`src/rtl/rtc_calendar.sv`:
```
module rtc_calendar #(
  parameter int PRESCALE_W = 15,
  parameter int BUSY_TICKS = 2
) (
  input  logic        clk,
  input  logic        rst_n,
  input  logic        slow_en,
  input  logic        ext_osc_ok,
  input  logic        bus_we,
  input  logic [7:0]  bus_addr,
  input  logic [31:0] bus_wdata,
  output logic [31:0] bus_rdata
);
  localparam int CW = $clog2(BUSY_TICKS + 1);
  localparam logic [7:0] A_CTL = 8'h00, A_STA = 8'h04, A_DATE = 8'h10, A_TIME = 8'h14;
  localparam logic [15:0] KEY = 16'h16AA;

  logic [PRESCALE_W-1:0] presc;
  logic [CW-1:0] cnt_t, cnt_d;
  logic [5:0] sec, mins, yr;
  logic [4:0] hr, day, mlast;
  logic [3:0] mon;
  logic leap, c_src, c_drv, c_auto;
  logic [20:0] pend_t;
  logic [22:0] pend_d;

  wire wr_ctl  = bus_we && bus_addr == A_CTL && bus_wdata[31:16] == KEY;
  wire wr_time = bus_we && bus_addr == A_TIME;
  wire wr_date = bus_we && bus_addr == A_DATE;
  wire busy_t  = cnt_t != '0;
  wire busy_d  = cnt_d != '0;
  wire load_t  = !wr_time && slow_en && cnt_t == CW'(1);
  wire load_d  = !wr_date && slow_en && cnt_d == CW'(1);
  wire sec_tick = slow_en && !load_t && presc == '1;
  wire day_roll = sec_tick && sec == 6'd59 && mins == 6'd59 && hr == 5'd23;
  wire mon_roll = day_roll && !load_d && day >= mlast;
  wire active_src = c_src & (ext_osc_ok | ~c_auto);

  always_comb begin
    case (mon)
      4'd2: mlast = leap ? 5'd29 : 5'd28;
      4'd4, 4'd6, 4'd9, 4'd11: mlast = 5'd30;
      default: mlast = 5'd31;
    endcase
  end

  always_ff @(posedge clk) begin
    if (!rst_n) begin
      c_src <= 1'b0; c_drv <= 1'b0; c_auto <= 1'b0;
    end else if (wr_ctl) begin
      c_src <= bus_wdata[0]; c_drv <= bus_wdata[3]; c_auto <= bus_wdata[14];
    end
  end

  always_ff @(posedge clk) begin
    if (!rst_n) begin
      cnt_t <= '0; cnt_d <= '0; pend_t <= '0; pend_d <= '0;
    end else begin
      if (wr_time) begin
        cnt_t <= CW'(BUSY_TICKS); pend_t <= bus_wdata[20:0];
      end else if (slow_en && busy_t) cnt_t <= cnt_t - 1'b1;
      if (wr_date) begin
        cnt_d <= CW'(BUSY_TICKS); pend_d <= bus_wdata[22:0];
      end else if (slow_en && busy_d) cnt_d <= cnt_d - 1'b1;
    end
  end

  always_ff @(posedge clk) begin
    if (!rst_n) begin
      presc <= '0; sec <= '0; mins <= '0; hr <= '0;
    end else if (load_t) begin
      presc <= '0;
      sec <= pend_t[5:0]; mins <= pend_t[13:8]; hr <= pend_t[20:16];
    end else begin
      if (slow_en) presc <= presc + 1'b1;
      if (sec_tick) begin
        if (sec == 6'd59) begin
          sec <= '0;
          if (mins == 6'd59) begin
            mins <= '0;
            hr <= (hr == 5'd23) ? 5'd0 : hr + 5'd1;
          end else mins <= mins + 6'd1;
        end else sec <= sec + 6'd1;
      end
    end
  end

  always_ff @(posedge clk) begin
    if (!rst_n) begin
      day <= 5'd1; mon <= 4'd1; yr <= '0; leap <= 1'b0;
    end else if (load_d) begin
      day <= pend_d[4:0]; mon <= pend_d[11:8]; yr <= pend_d[21:16]; leap <= pend_d[22];
    end else if (day_roll) begin
      if (day >= mlast) begin
        day <= 5'd1;
        if (mon >= 4'd12) begin
          mon <= 4'd1; yr <= yr + 6'd1; leap <= 1'b0;
        end else mon <= mon + 4'd1;
      end else day <= day + 5'd1;
    end
  end

  always_comb begin
    case (bus_addr)
      A_CTL:  bus_rdata = {17'b0, c_auto, 4'b0, busy_t | busy_d, busy_d, busy_t, 3'b0, c_drv, 2'b0, c_src};
      A_STA:  bus_rdata = {31'b0, active_src};
      A_DATE: bus_rdata = {9'b0, leap, yr, 4'b0, mon, 3'b0, day};
      A_TIME: bus_rdata = {11'b0, hr, 2'b0, mins, 2'b0, sec};
      default: bus_rdata = '0;
    endcase
  end


  time_busy_set_chk: assert property (@(posedge clk) disable iff (!rst_n)
    wr_time |=> bus_addr != A_CTL || bus_rdata[7]);

  ctl_key_chk: assert property (@(posedge clk) disable iff (!rst_n)
    (bus_we && bus_addr == A_CTL && bus_wdata[31:16] != KEY) |=> $stable({c_src, c_drv, c_auto}));

  presc_reset_chk: assert property (@(posedge clk) disable iff (!rst_n)
    load_t |=> presc == '0);

  sec_wrap_chk: assert property (@(posedge clk) disable iff (!rst_n)
    (sec_tick && sec == 6'd59) |=> sec == 6'd0);

  year_leap_chk: assert property (@(posedge clk) disable iff (!rst_n)
    (mon_roll && mon >= 4'd12) |=> (!leap && yr == $past(yr) + 6'd1 && mon == 4'd1));
endmodule

```
`config.mk`:
```
export PLATFORM = sky130hd
export DESIGN_NAME = rtc_calendar
export DESIGN_NICKNAME = d
export VERILOG_FILES = /design/src/rtl/rtc_calendar.sv
export SDC_FILE = /design/constraint.sdc
export NUM_CORES = 1
export LEC_CHECK = 0
export BUFFER_PORTS_ARGS = -buffer_cell sky130_fd_sc_hd__buf_4
export CORE_MARGIN = 4
export CORE_UTILIZATION = 45
export DETAILED_ROUTE_END_ITERATION = 16
export PLACE_DENSITY = 0.66
export SYNTH_ARGS = -nofsm -noshare
export SYNTH_HDL_FRONTEND = slang
export SYNTH_SLANG_ARGS = --single-unit
```
`constraint.sdc`:
```
create_clock -name clk -period 2.9 [get_ports clk]
set_clock_uncertainty 0.1 [all_clocks]
set_input_delay 0.58 -clock clk [delete_from_list [all_inputs] [get_ports clk]]
set_output_delay 0.58 -clock clk [all_outputs]
set_load 0.005 [all_outputs]
```
==> flow_summary_export.csv <==
group,metric,value,unit
outcome,status,"finished clean",
clock_network,clockBufferDepth,2,
synthesis,synth_edf_count,0,
placed_design,placedCellCount,768,
cells_and_area,num_antenna_cells,0,
timing,tns,0,ns
routing,vias,4302,
synthesis,ys_async_sr_fraction,0,%
timing,slew_headroom,55.4,%
clock_network,insertion_delay,0.36,ns
synthesis,yosysTopAreaCellShare,36.9,%
timing,tightest_slew,0.667,ns
synthesis,synth_top_area_cell,"dfxtp_1",
cells_and_area,layout_common_cells,"nand2_1 (112), dfxtp_1 (88), buf_4 (83), o21ai_0 (38), a21boi_0 (36)",
routing,first_iter_violations,246,
die,core_area,10300,um2
routing,vias_per_cell,5.47,
cells_and_area,layout.cells.most_common,"nand2_1",
worst_setup_path,endpoint_kind,"primary output",
clock_network,clockRootBuffer,"clkbuf_8",
worst_setup_path,required,2.22,ns
worst_setup_path,cp_max_fo,9,
timing,setup_viol_count_final,0,
cells_and_area,fill_cells,982,
routing,route.detailed.drc,0,
placed_design,place_congestion,0.859,
worst_setup_path,cp_slowest_stage_delay,0.49,ns
worst_setup_path,r2r_cells,8,
die,dieArea,12300,um2
routing,dr.pass1.iters,4,
placed_design,io_buffers,62,
timing,hold_viol_final,0,
global_routing,grt_pass1_vias,4137,
global_routing,grt_max_degree,59,
die,fp.dieH,111,um
clock_network,cts_tree,"yes",
global_routing,overflow,0,
routing,routed_wl,12400,um
routing,wl_per_cell,15.8,um
worst_setup_path,start_kind,"input port",
synthesis,seq_area_frac_synth,36.9,%
timing,period_needed,2.69,ns
die,die_x,111,um
timing,rsz0062_at_grt,"false",
worst_setup_path,worst_path_max_delay_cell,"and4b_1",
worst_setup_path,crit_top_cell,"buf_4",
die,initial_core_util,46.2,%
timing,min_period_over_period,92.6,%
routing,ant_nets,0,
pwr,worst_ir_drop_vdd,0.000234,V
synthesis,yosys-top-cells-area,"dfxtp_1 (37%), nand2_1 (8.8%), a21boi_0 (5.7%), ha_1 (4.2%), o21ai_0 (4.0%)",
clock_network,clkTransAtPathRegs,0.07,ns
timing,final_max_slew_viol_count,0,
run,maxCapViolCount,0,
global_routing,grtUsageTotal,20.0,%
synthesis,syn-cell-area,4770,um2
worst_setup_path,cpLargestDelayFamily,"simple AND/OR/NAND/NOR gates",
clock_network,h-tree-depth,3,
worst_setup_path,crit_cells,6,
clock_network,cts-buffers-inserted,9,
global_routing,grt_first_pass_wirelength,20100,um
die,row_count,37,
global_routing,antenna_found_initial,0,
cells_and_area,syn_to_final_growth,16.1,%
synthesis,yosys_register_bits,88,
pwr,leakage,0.00219,uW
timing,fmaxAchievable,372,MHz
worst_setup_path,arrival,2.01,ns
cells_and_area,multiInputGateArea,2750,um2
worst_setup_path,worstSetupPathType,"in2out",
cells_and_area,regArea,1760,um2
synthesis,synth_top_flop_cell,"dfxtp_1",
die,ioPinCount,77,
worst_setup_path,path_cells,"buf_4, nor4b_2, and4b_1, buf_4, a22o_1, buf_4",
worst_setup_path,critPathBufInv,3,
synthesis,ys_warn_count,0,
placed_design,detailed_place_hpwl,9340,um
cells_and_area,layout-drive-gt1-share,17.8,%
min_path,hp-class,"reg2reg",
min_path,whs_path_depth,2,
cells_and_area,nets,706,
pwr,p_per_area,419,nW/um2
cells_and_area,finalNonFillerCells,786,
synthesis,synth.avg_cell_area,8.17,um2
synthesis,syn_inst,584,
clock_network,clock-sinks,88,
synthesis,ys_types,63,
## kinds of logic after synthesis
group | after synthesis | share of synthesized area [%]
other cells | 1 | 0.0786
buf+inv | 57 | 6.37
simple gates | 256 | 27.6
compound gates | 141 | 20.0
fa+ha+maj | 16 | 4.20
flops | 88 | 36.9
mux | 11 | 2.31
xor+xnor | 14 | 2.57
## state kept, by name (all words and copies together) (netlist names), 2 cells and up
register / flops
cnt_d: 2
cnt_t: 2
day: 5
hr: 5
mins: 6
mon: 4
pend_d: 16
pend_t: 17
presc: 15
sec: 6
yr: 6
## tightest hold or removal path, delay by kind of cell, from the launching register on
family             cells  cell delay, ns
DFF                    1            0.31
AOI/OAI and AO/OA      1            0.06
and+or+nand+nor        1            0.04
## synthesized netlist by cell type (all sizes together) (10+ instances only)
cell type	instances
nand2	113
dfxtp	88
o21ai	38
a21boi	37
nor2	33
clkbuf	30
nand3	20
a21oi	19
ha	16
nand4	16
buf	14
a31oi	12
inv	12
and2	11
mux2i	11
a22o	10
nor3	10
## cell type report
class	count	share of cell area [%]
timing repair buffer	84	11.6
multi-input combinational	450	49.7
inverter	12	0.813
clock inverter	3	0.316
sequential	88	31.8
tap	136	3.07
clock buffer	13	2.69
## metal layers
metal / routed length, um / global-route usage, % / vias up / part of all wire (%)
met1: 5730 / 27.5 / 1991 / 46
met5: 0 / 0 / - / 0
met3: 888 / 3.33 / 14 / 7.1
li1: - / - / 2167 / -
met2: 5580 / 31.0 / 130 / 45
met4: 243 / 8.54 / 0 / 2.0
## power breakdown
part | internal [uW] | leakage (uW) | switching [uW]
Combinational | 123 | 0.00139 | 139
Clock | 333 | 0.0000834 | 428
Sequential | 1250 | 0.000710 | 47.5
## worst paths after layout
check	start	end	slack (ns)
hold reg to reg	pend_d[4]	pend_d[4]	0.36
setup / recovery	bus_addr[5]	bus_rdata[11]	0.21
setup reg to reg	presc[0]	hr[3]	0.24
hold / removal	pend_d[4]	pend_d[4]	0.36
## through the flow
stage	instance area [um2]	util, %	power [uW]	hold WS, ns	setup WS [ns]
final	5540	53.7	2320	0.361	0.213
after global placement	5360	51.9	1570	0.347	0.203
after detailed placement	5360	51.9	1580	0.354	0.142
after floorplan	4810	-	1480	0.335	0.376
after global routing	5540	53.7	2430	0.379	0.0417
after CTS	5520	53.5	2340	0.364	0.159
## repair_timing
action | in CTS | in global routing
setup endpoints to repair | 0 | 3
setup buffers | 0 | 1
gates resized for setup | 0 | 1
hold buffers | 0 | 0
No activity file was read; power rests on OpenSTA's default activity.
